`config.mk`:
```
export PLATFORM = sky130hd
export DESIGN_NAME = sctl_regbank
export DESIGN_NICKNAME = d
export VERILOG_FILES = /design/src/rtl/sctl_pkg.sv /design/src/rtl/sctl_sync.sv /design/src/rtl/sctl_shifter.sv /design/src/rtl/sctl_regfile.sv /design/src/rtl/sctl_regbank.sv
export SDC_FILE = /design/constraint.sdc
export NUM_CORES = 1
export LEC_CHECK = 0
export BUFFER_PORTS_ARGS = -buffer_cell sky130_fd_sc_hd__buf_2
export CORE_MARGIN = 2
export CORE_UTILIZATION = 53
export CTS_BUF_LIST = sky130_fd_sc_hd__clkbuf_4
export CTS_CLUSTER_SIZE = 12
export DETAILED_ROUTE_END_ITERATION = 7
export PLACE_DENSITY = 0.76
export SLEW_MARGIN = 20
export SYNTH_ARGS = -nofsm -noshare
export SYNTH_HDL_FRONTEND = slang
export SYNTH_HIERARCHICAL = 1
export SYNTH_SLANG_ARGS = --single-unit
```
`constraint.sdc`:
```
create_clock -name clk -period 1.49 [get_ports clk]
set_input_delay 0.149 -clock clk [delete_from_list [all_inputs] [get_ports clk]]
set_output_delay 0.149 -clock clk [all_outputs]
set_load 0.05 [all_outputs]
```
`src/rtl/sctl_pkg.sv`:
```
package sctl_pkg;
    localparam int WORD_W = 16;
    localparam int ADDR_W = 2;
    localparam int PAY_W  = WORD_W - ADDR_W;

    typedef enum logic [ADDR_W-1:0] {
        ADR_VOL_L = 2'b00,
        ADR_CTRL  = 2'b01,
        ADR_VOL_R = 2'b10,
        ADR_NONE  = 2'b11
    } sctl_addr_e;

    localparam int B_X2   = 11;
    localparam int B_X4   = 10;
    localparam int B_WLEN = 8;
    localparam int B_SRST = 7;
    localparam int B_MUTE = 6;
    localparam int B_FMT  = 4;
    localparam int B_DEEM = 2;
endpackage

```
`src/rtl/sctl_sync.sv`:
```
module sctl_sync #(
    parameter int LANES  = 3,
    parameter int STAGES = 2
) (
    input  logic             clk,
    input  logic             rst_n,
    input  logic [LANES-1:0] async_i,
    output logic [LANES-1:0] lvl_o,
    output logic [LANES-1:0] rise_o
);
    for (genvar g = 0; g < LANES; g++) begin : g_lane
        logic [STAGES:0] chain_d, chain_q;

        always_comb begin
            chain_d = {chain_q[STAGES-1:0], async_i[g]};
        end

        always_ff @(posedge clk or negedge rst_n) begin
            if (!rst_n) chain_q <= '0;
            else        chain_q <= chain_d;
        end

        assign lvl_o[g]  = chain_q[STAGES-1];
        assign rise_o[g] = chain_q[STAGES-1] & ~chain_q[STAGES];
    end
endmodule

```
`src/rtl/sctl_shifter.sv`:
```
module sctl_shifter #(
    parameter int WORD_W = 16
) (
    input  logic              clk,
    input  logic              rst_n,
    input  logic              bit_rise_i,
    input  logic              bit_dat_i,
    input  logic              lat_rise_i,
    output logic              word_vld_o,
    output logic [WORD_W-1:0] word_o,
    output logic              frame_err_o
);
    localparam int CNT_W = $clog2(WORD_W + 2);
    localparam logic [CNT_W-1:0] CNT_MAX  = CNT_W'(WORD_W + 1);
    localparam logic [CNT_W-1:0] CNT_FULL = CNT_W'(WORD_W);

    typedef struct packed {
        logic [WORD_W-1:0] shreg;
        logic [CNT_W-1:0]  cnt;
        logic [WORD_W-1:0] word;
        logic              vld;
        logic              err;
    } shift_st_t;

    shift_st_t s_d, s_q;

    always_comb begin
        s_d     = s_q;
        s_d.vld = 1'b0;
        s_d.err = 1'b0;
        if (bit_rise_i) begin
            s_d.shreg = {s_q.shreg[WORD_W-2:0], bit_dat_i};
            if (s_q.cnt != CNT_MAX) s_d.cnt = s_q.cnt + 1'b1;
        end
        if (lat_rise_i) begin
            if (s_q.cnt == CNT_FULL) begin
                s_d.vld  = 1'b1;
                s_d.word = s_q.shreg;
            end else begin
                s_d.err = 1'b1;
            end
            s_d.cnt = '0;
        end
    end

    always_ff @(posedge clk or negedge rst_n) begin
        if (!rst_n) s_q <= '0;
        else        s_q <= s_d;
    end

    assign word_vld_o  = s_q.vld;
    assign word_o      = s_q.word;
    assign frame_err_o = s_q.err;

    // a frame is either applied or rejected, never both
    a_r6_vld_err_excl: assert property (@(posedge clk) disable iff (!rst_n)
        !(s_q.vld && s_q.err));
endmodule

```
`src/rtl/sctl_regfile.sv`:
```
module sctl_regfile
    import sctl_pkg::*;
#(
    parameter int WORD_W = 16
) (
    input  logic                    clk,
    input  logic                    rst_n,
    input  logic                    word_vld_i,
    input  logic [WORD_W-1:0]       word_i,
    input  logic                    err_i,
    output logic [WORD_W-ADDR_W-1:0] vol_l_o,
    output logic [WORD_W-ADDR_W-1:0] vol_r_o,
    output logic                    vol_l_new_o,
    output logic                    vol_r_new_o,
    output logic [WORD_W-ADDR_W-1:0] ctrl_o,
    output logic                    srst_o,
    output logic                    err_o
);
    localparam int PW = WORD_W - ADDR_W;

    typedef struct packed {
        logic [PW-1:0] vol_l;
        logic [PW-1:0] vol_r;
        logic [PW-1:0] ctrl;
        logic          vl_new;
        logic          vr_new;
        logic          srst;
        logic          err;
    } rf_st_t;

    rf_st_t r_d, r_q;
    sctl_addr_e    addr;
    logic [PW-1:0] pay;

    always_comb begin
        addr       = sctl_addr_e'(word_i[ADDR_W-1:0]);
        pay        = word_i[WORD_W-1:ADDR_W];
        r_d        = r_q;
        r_d.vl_new = 1'b0;
        r_d.vr_new = 1'b0;
        r_d.srst   = 1'b0;
        r_d.err    = err_i;
        if (word_vld_i) begin
            unique case (addr)
                ADR_VOL_L: begin
                    r_d.vol_l  = pay;
                    r_d.vl_new = 1'b1;
                end
                ADR_VOL_R: begin
                    r_d.vol_r  = pay;
                    r_d.vr_new = 1'b1;
                end
                ADR_CTRL: begin
                    r_d.ctrl         = pay;
                    r_d.ctrl[B_SRST] = 1'b0;
                    r_d.srst         = pay[B_SRST];
                end
                default: ;
            endcase
        end
    end

    always_ff @(posedge clk or negedge rst_n) begin
        if (!rst_n) r_q <= '0;
        else        r_q <= r_d;
    end

    assign vol_l_o     = r_q.vol_l;
    assign vol_r_o     = r_q.vol_r;
    assign vol_l_new_o = r_q.vl_new;
    assign vol_r_new_o = r_q.vr_new;
    assign ctrl_o      = r_q.ctrl;
    assign srst_o      = r_q.srst;
    assign err_o       = r_q.err;

    // left volume never changes without its strobe
    a_r2_left_strobe: assert property (@(posedge clk) disable iff (!rst_n)
        !$stable(r_q.vol_l) |-> r_q.vl_new);
    // right volume never changes without its strobe
    a_r3_right_strobe: assert property (@(posedge clk) disable iff (!rst_n)
        !$stable(r_q.vol_r) |-> r_q.vr_new);
    // an address of 11 leaves every register as it was
    a_r5_addr_none: assert property (@(posedge clk) disable iff (!rst_n)
        (word_vld_i && word_i[ADDR_W-1:0] == 2'b11) |=>
        ($stable(r_q.vol_l) && $stable(r_q.vol_r) && $stable(r_q.ctrl) &&
         !r_q.vl_new && !r_q.vr_new && !r_q.srst));
    // the datapath reset lasts a single cycle
    a_r8_srst_pulse: assert property (@(posedge clk) disable iff (!rst_n)
        r_q.srst |=> !r_q.srst);
    // one frame reaches at most one register
    a_r4_single_target: assert property (@(posedge clk) disable iff (!rst_n)
        $onehot0({r_q.vl_new, r_q.vr_new, r_q.srst}));
endmodule

```
`src/rtl/sctl_regbank.sv`:
```
module sctl_regbank
    import sctl_pkg::*;
#(
    parameter int SYNC_STAGES = 2
) (
    input  logic              clk,
    input  logic              rst_n,
    input  logic              ser_clk_i,
    input  logic              ser_dat_i,
    input  logic              ser_lat_i,
    input  logic              pin_x2_i,
    input  logic              pin_x4_i,
    input  logic              pin_mute_i,
    input  logic [1:0]        pin_fmt_i,
    output logic [PAY_W-1:0]  vol_left_o,
    output logic [PAY_W-1:0]  vol_right_o,
    output logic              vol_left_new_o,
    output logic              vol_right_new_o,
    output logic              x2_mode_o,
    output logic              x4_mode_o,
    output logic [1:0]        wlen_o,
    output logic              mute_o,
    output logic [1:0]        fmt_o,
    output logic [1:0]        deemph_o,
    output logic              dp_reset_o,
    output logic              frame_err_o
);
    localparam int LANES = 3;

    logic [LANES-1:0] lvl, rise;
    logic              word_vld, sh_err;
    logic [WORD_W-1:0] word;
    logic [PAY_W-1:0]  ctrl;

    sctl_sync #(.LANES(LANES), .STAGES(SYNC_STAGES)) u_sync (
        .clk     (clk),
        .rst_n   (rst_n),
        .async_i ({ser_lat_i, ser_dat_i, ser_clk_i}),
        .lvl_o   (lvl),
        .rise_o  (rise)
    );

    sctl_shifter #(.WORD_W(WORD_W)) u_shift (
        .clk         (clk),
        .rst_n       (rst_n),
        .bit_rise_i  (rise[0]),
        .bit_dat_i   (lvl[1]),
        .lat_rise_i  (rise[2]),
        .word_vld_o  (word_vld),
        .word_o      (word),
        .frame_err_o (sh_err)
    );

    sctl_regfile #(.WORD_W(WORD_W)) u_rf (
        .clk         (clk),
        .rst_n       (rst_n),
        .word_vld_i  (word_vld),
        .word_i      (word),
        .err_i       (sh_err),
        .vol_l_o     (vol_left_o),
        .vol_r_o     (vol_right_o),
        .vol_l_new_o (vol_left_new_o),
        .vol_r_new_o (vol_right_new_o),
        .ctrl_o      (ctrl),
        .srst_o      (dp_reset_o),
        .err_o       (frame_err_o)
    );

    assign x2_mode_o = ctrl[B_X2] | pin_x2_i;
    assign x4_mode_o = ctrl[B_X4] | pin_x4_i;
    assign mute_o    = ctrl[B_MUTE] | pin_mute_i;
    assign fmt_o     = ctrl[B_FMT+1:B_FMT] | pin_fmt_i;
    assign wlen_o    = ctrl[B_WLEN+1:B_WLEN];
    assign deemph_o  = ctrl[B_DEEM+1:B_DEEM];

    // a rejected frame touches no volume register
    a_r6_err_no_write: assert property (@(posedge clk) disable iff (!rst_n)
        frame_err_o |-> (!vol_left_new_o && !vol_right_new_o && !dp_reset_o));
endmodule

```
==> summary.md, run 1 <==
| Metric | Value |
|---|---|
| Remaining global-route overflow | 0 |
| Non-filler instance count after layout | ~360 |
| Summed area of non-filler cells in the final layout | 4030 um^2 |
| Arrival time of the worst setup path | 1.74 ns |
| Clock-pin slew on the worst setup and hold paths | 0.13 ns |
| Source of the worst register-to-register timing path | u_shift/s_q[18] |
| Antenna Cells | 0 |
| Wirelength per Cell | ~15 um |
| Relative slew slack | 0.674 |
| Part of the power in registers | 0.593 |
| Last weighted congestion value of the routability-driven placer | ~0.75 |
| Final Worst Setup Slack | between 0.06 and 0.07 ns |
| Vias in the first global route | 1901 |
| Most frequent cells in the layout | sky130_fd_sc_hd__dfrtp_1, sky130_fd_sc_hd__mux2_2, sky130_fd_sc_hd__buf_2 |
| Type of the tightest min-delay check | in2async |
| Num rows | 29 |
| Post-synthesis area per instance | 15.7 um^2 |
| Number of failing hold endpoints at the final stage | 0 |
| Clock buffer count from CTS | 9 |
| Cell-by-cell trace of the critical path | buf_4, ha_1, a31oi_1, mux2_2 |
| Switch share | 0.237 |
| DRC violations left | 0 |
| P per Cell Area | approximately 1100 nW/um^2 |
| Utilization after layout | 0.631 |
| R2R depth | 4 |
| Reg-to-reg endpoint | u_shift/s_q[18] |
| Setup Skew | 0.0192 ns |
| Final cycle utilization of the critical path | 0.957 |
| Number of antenna violations at the first check in global routing | 0 |
| Outcome | finished, final reports clean |
| Dpl cell area | around 3800 um^2 |
| Chip Height | 85.3 um |
| Starting density of the core | 0.549 |
| Static Leakage | ~2.2 nW |
| Clock sink count | 88 |
| Htree depth | 3 |
| Total instance count after detailed placement | 342 |
| Placement-stage worst setup slack | between 0.09 and 0.1 ns |
| Minimum clock period | ~1.4 ns |
| Worst Path Max Fanout | 4 |
| CTS tree | yes |
| Estimated wirelength of the detail-placed design | 3700 um |
| Area growth from synthesis to final layout | 15.0% |
| Detailed-router iteration count before antenna repair | 4 |
| CP Data Required Time | around 1.8 ns |
| Die area | around 7300 um^2 |
| Die width | between 80 and 90 um |
| Total length of routed wires | 5270 um |
| Clk buf depth | 2 |
| Fraction of layout instances using a drive strength above 1 | 0.554 |
| CP peak stage delay | approximately 0.40 ns |
| Kind of launch point of the worst setup path | flop |
| Clock Root Buffer | sky130_fd_sc_hd__clkbuf_4 |
| Commonest non-fill, non-tap cell in the layout | sky130_fd_sc_hd__dfrtp_1 |
| Register-to-register path setup slack | about 0.065 ns |
| Total via count in the routed design | approximately 1800 |
| Global router's overall resource usage | 0.163 |
| Setup repair after global routing missed its margin | no |
| Net load switching power | 1.10 mW |
| Critical setup path kind | reg2reg |
| Relative contribution of the clock network to total power | 0.314 |
| Number of pins with negative max-slew slack in the final report | 0 |
| Combinational group share of total power | 0.093 |
| Slowest cell on crit path | sky130_fd_sc_hd__dfrtp_1 |
| Syn_nets | 236 |
| Max-capacitance violation count | 0 |
| Fill cell instance count of the final layout | about 500 |
| Latest clock arrival within the worst-skew pair | about 0.42 ns |
| Maximum resistive drop on vdd | approximately 0.61 mV |
| Warning count from the yosys run | 6 |
| Floorplan Core Area | roughly 6400 um^2 |
| Global-route wire length before repair | around 9100 um |
| Total negative slack | 0 ns |
| Post-synthesis cell count | 223 |
| Post-CTS Setup Repair Bufs | 0 |
| Pint | 3.52 mW |
| Crit end category | flop |
| Starting DRC count in detailed routing | 61 |
| Count of antenna-violating nets left after detailed routing | 0 |
| Fmax | ~0.70 GHz |
| Nets | 293 |
| I/O pin cnt | 51 |
| Largest net degree at the start of global routing | 40 |
| Count of endpoints failing setup in the final report | 0 |
| Via/cell ratio | 5.04 |
| Post-Synthesis Cell Area | between 3000 and 4000 um^2 |
| Port Buf Inserts | 50 |
| Transition at the pin with the smallest max-transition slack | 0.489 ns |
-- sequential cells by signal, summed over array words and instances (netlist names) --
register	count
u_rf/vol_r_o	14
u_shift/word_o	16
u_shift/word_vld_o	1
u_rf/vol_l_new_o	1
u_rf/err_o	1
u_rf/srst_o	1
u_rf/ctrl_o	9
u_shift/s_q	21
u_sync/g_lane.chain_q	8
u_rf/vol_l_o	14
u_rf/vol_r_new_o	1
u_shift/frame_err_o	1
-- stage by stage --
stage	total power, mW	hold slack [ns]
floorplan	3.03	-0.147
global placement	3.19	0.152
detailed placement	3.22	0.158
CTS	4.69	0.202
global route	4.85	0.237
finish	4.62	0.223
-- power by group through the flow --
stage                     Combinational [mW]  Sequential (mW)  Clock [mW]
after floorplan                        0.280             2.75           0
after global placement                 0.410             2.78           0
after detailed placement               0.432             2.79           0
after CTS                              0.440             2.74        1.51
after global routing                   0.477             2.77        1.60
final                                  0.429             2.74        1.45
-- worst max path at each step --
stage | slack (ns) | endpoint | startpoint | depth (start not counted)
after floorplan | 0.05 | u_shift/word_o[10] | u_shift/s_q[18] | 5
after global placement | 0.13 | u_rf/vol_l_o[6] | u_shift/word_o[1] | 3
after detailed placement | 0.09 | u_shift/s_q[18] | u_shift/s_q[18] | 4
after CTS | 0.07 | fmt_o[1] | u_rf/ctrl_o[5] | 2
after global routing | 0.01 | u_shift/s_q[18] | u_shift/s_q[18] | 4
final | 0.06 | u_shift/s_q[18] | u_shift/s_q[18] | 4
-- final cells by class --
type / count / area [um^2] / share of cell area
Clock buffer: 10 / 75.1 / 0.0186
Clock inverter: 6 / 83.8 / 0.0208
Inverter: 8 / 30.0 / 0.00745
Multi-Input combinational cell: 103 / 1090 / 0.270
Sequential cell: 88 / 2200 / 0.546
Tap cell: 77 / 96.3 / 0.0239
Timing Repair Buffer: 70 / 454 / 0.113
-- critical path: cells and delay by family, from the launching register on --
kind / cells / cell delay, ns
compound gates: 1 / 0.21
fa+ha+maj: 1 / 0.21
buf+inv: 1 / 0.15
flops: 1 / 0.40
mux: 1 / 0.36
-- routing by layer --
layer,track usage,part of all wire,up-vias
met5,0,0,-
met4,0.0909,0.018,0
met3,0.0350,0.033,8
met2,0.254,0.48,38
met1,0.214,0.47,919
li1,-,-,858
-- timing repair --
item	4_1_cts	5_1_grt
hold buffers	4	0
endpoints found under the setup margin	0	1
hold endpoints to repair	37	0
resized for setup	0	1
No activity file was read; power rests on OpenSTA's default activity.
==> inputs of run 2 (changes only) <==
--- a/config.mk
+++ b/config.mk
@@ -5,13 +5,14 @@
 export SDC_FILE = /design/constraint.sdc
 export NUM_CORES = 1
 export LEC_CHECK = 0
+export ABC_AREA = 1
 export BUFFER_PORTS_ARGS = -buffer_cell sky130_fd_sc_hd__buf_2
 export CORE_MARGIN = 2
-export CORE_UTILIZATION = 53
+export CORE_UTILIZATION = 54
 export CTS_BUF_LIST = sky130_fd_sc_hd__clkbuf_4
 export CTS_CLUSTER_SIZE = 12
 export DETAILED_ROUTE_END_ITERATION = 7
-export PLACE_DENSITY = 0.76
+export PLACE_DENSITY = 0.77
 export SLEW_MARGIN = 20
 export SYNTH_ARGS = -nofsm -noshare
 export SYNTH_HDL_FRONTEND = slang
==> run 2 against run 1 <==
Against the previous run: worst setup slack better by 0.11 ns; routed wire length up 22%; sequential power down 7%; combinational power down 32%; cell area up 2.9%; register-to-register slack better by 0.11 ns; synthesized cell count up 79%; global-route usage up 2.2 points.
==> summary.md, run 2 <==
| Metric | Value |
|---|---|
| Outcome | finished, final reports clean (unchanged) |
| Fmax | 0.757 GHz (was 0.702 GHz) |
| Most frequent cells in the layout | sky130_fd_sc_hd__nand2_1, sky130_fd_sc_hd__dfrtp_1, sky130_fd_sc_hd__buf_2 (was sky130_fd_sc_hd__dfrtp_1, sky130_fd_sc_hd__mux2_2, sky130_fd_sc_hd__buf_2) |
| Max-capacitance violation count | 0 (unchanged) |
| Warning count from the yosys run | 6 (unchanged) |
| Clock sink count | 88 (unchanged) |
| Crit end category | flop (unchanged) |
| Transition at the pin with the smallest max-transition slack | 0.449 ns (was 0.489 ns) |
| Starting density of the core | 0.557 (was 0.549) |
| Reg with most FFs | u_shift/s_q (unchanged) |
| Footprint of the multi-input gates | 1160 um^2 (was 1090 um^2) |
| Dpl cell area | 3950 um^2 (was 3830 um^2) |
| Count of endpoints failing setup in the final report | 0 (unchanged) |
| Htree depth | 3 (unchanged) |
| Critical setup path kind | reg2reg (unchanged) |
| Summed area of non-filler cells in the final layout | 4150 um^2 (was 4030 um^2) |
| Estimated wirelength of the detail-placed design | 4470 um (was 3700 um) |
| Setup Skew | 0.0150 ns (was 0.0192 ns) |
| Number of flip-flops under the largest register name | 21 (unchanged) |
| P per Cell Area | 1050 nW/um^2 (was 1150 nW/um^2) |
| Post-Synthesis Cell Area | 3780 um^2 (was 3510 um^2) |
| Clock-pin slew on the worst setup and hold paths | 0.13 ns (about the same) |
| Chip Height | 87.7 um (was 85.3 um) |
| Last weighted congestion value of the routability-driven placer | 0.744 (was 0.746) |
| Global router's overall resource usage | 0.185 (was 0.163) |
| Count of antenna-violating nets left after detailed routing | 0 (unchanged) |
| Floorplan Core Area | 6790 um^2 (was 6390 um^2) |
| Power after layout | 4.34 mW (was 4.62 mW) |
| Die area | 7690 um^2 (was 7280 um^2) |
| Clock Root Buffer | sky130_fd_sc_hd__clkbuf_4 (unchanged) |
| Clock buffer count from CTS | 9 (unchanged) |
| Clk buf depth | 2 (unchanged) |
| Static Leakage | 2.32 nW (was 2.19 nW) |
| Final cycle utilization of the critical path | 0.886 (was 0.957) |
| Commonest non-fill, non-tap cell in the layout | sky130_fd_sc_hd__nand2_1 (was sky130_fd_sc_hd__dfrtp_1) |
| Syn_nets | 413 (was 236) |
| Global-route wire length before repair | 11200 um (was 9130 um) |
| Remaining global-route overflow | 0 (unchanged) |
| Total negative slack | 0 ns (unchanged) |
| Vias in the first global route | 2468 (was 1901) |
| Nets | 444 (was 293) |
| Number of pins with negative max-slew slack in the final report | 0 (unchanged) |
| Fraction of layout instances using a drive strength above 1 | 0.190 (was 0.554) |
| Detailed-router iteration count before antenna repair | 4 (unchanged) |
| Post-synthesis cell count | 400 (was 223) |
| Port Buf Inserts | 50 (unchanged) |
| Total length of routed wires | 6430 um (was 5270 um) |
| Die width | 87.7 um (was 85.3 um) |
| Minimum clock period | 1.32 ns (was 1.43 ns) |
| Largest net degree at the start of global routing | 89 (was 40) |
| Via/cell ratio | 4.97 (was 5.04) |
| Worst Path Max Fanout | 17 (was 4) |
| Type of the tightest min-delay check | in2async (unchanged) |
| Fill cell instance count of the final layout | 586 (was 495) |
| Relative slew slack | 0.700 (was 0.674) |
| Latest clock arrival within the worst-skew pair | 0.43 ns (was 0.42 ns) |
| DRC violations left | 0 (unchanged) |
| CP Data Required Time | 1.86 ns (was 1.80 ns) |
| Number of failing hold endpoints at the final stage | 0 (unchanged) |
| I/O pin cnt | 51 (unchanged) |
| Arrival time of the worst setup path | 1.69 ns (was 1.74 ns) |
| Post-CTS Setup Repair Bufs | 0 (unchanged) |
| Number of antenna violations at the first check in global routing | 0 (unchanged) |
| Post-synthesis area per instance | 9.46 um^2 (was 15.7 um^2) |
| Antenna Cells | 0 (unchanged) |
| Starting DRC count in detailed routing | 172 (was 61) |
| Maximum resistive drop on vdd | 0.603 mV (was 0.611 mV) |
| Wirelength per Cell | 12.1 um (was 14.6 um) |
| Area growth from synthesis to final layout | 9.69% (was 15.0%) |
| CTS tree | yes (unchanged) |
| Kind of launch point of the worst setup path | flop (unchanged) |
| Num rows | 30 (was 29) |
| Setup repair after global routing missed its margin | no (unchanged) |
| Total via count in the routed design | 2645 (was 1823) |
| Area taken by flip-flops and latches | 2200 um^2 (unchanged) |
==> run 2: area by class of cell <==
class | count | share of cell area
Multi-Input combinational cell | 238 | 0.280
Timing Repair Buffer | 62 | 0.0910
Clock buffer | 9 | 0.0163
Clock inverter | 7 | 0.0232
Sequential cell | 88 | 0.531
Inverter | 32 | 0.0295
Tap cell | 96 | 0.0289
==> run 2: final timing paths <==
check	startpoint	endpoint	slack [ns]	depth (start not counted)
min	rst_n	u_shift/s_q[22]	0.28	3
max in group asynchronous	rst_n	u_shift/s_q[32]	0.85	3
min reg2reg	u_sync/g_lane[2].chain_q[0]	u_sync/g_lane[2].chain_q[1]	0.37	0
max	u_shift/s_q[18]	u_shift/word_o[15]	0.17	5
min in group clk	ser_lat_i	u_sync/g_lane[2].chain_q[0]	0.35	2
max reg2reg	u_shift/s_q[18]	u_shift/word_o[15]	0.17	5
==> run 2: metrics by stage <==
stage               std cells  setup WS [ns]  hold WS [ns]   util
finish                    532          0.170         0.281  0.611
global route              532         0.0508         0.318  0.611
CTS                       532          0.161         0.284  0.611
detailed placement        512          0.203         0.221  0.581
global placement          512          0.258         0.220  0.581
floorplan                 400         0.0426        -0.147      -
==> run 2: layer usage <==
metal  routed length [um]  global-route usage
met4                  128              0.0881
met2                 2970               0.303
met3                  251              0.0339
met5                    0                   0
met1                 3080               0.240
==> run 2: power by group <==
group | internal, mW | switching (mW)
Combinational | 0.0905 | 0.203
Sequential | 2.49 | 0.0748
Clock | 0.680 | 0.801
Total | 3.26 | 1.08
==> run 2: critical path, stage by stage, from the launching register on <==
cell                      delay (ns)
sky130_fd_sc_hd__dfrtp_1        0.45
sky130_fd_sc_hd__inv_1          0.11
sky130_fd_sc_hd__ha_1           0.24
sky130_fd_sc_hd__buf_4          0.23
sky130_fd_sc_hd__nand4_1        0.14
sky130_fd_sc_hd__nand2_1        0.10
==> run 2: timing repair <==
item / in CTS / in global routing
gates resized for setup: 0 / 0
endpoints found under the setup margin: 0 / 0
hold buffers: 4 / 0
endpoints found under the hold margin: 91 / 0
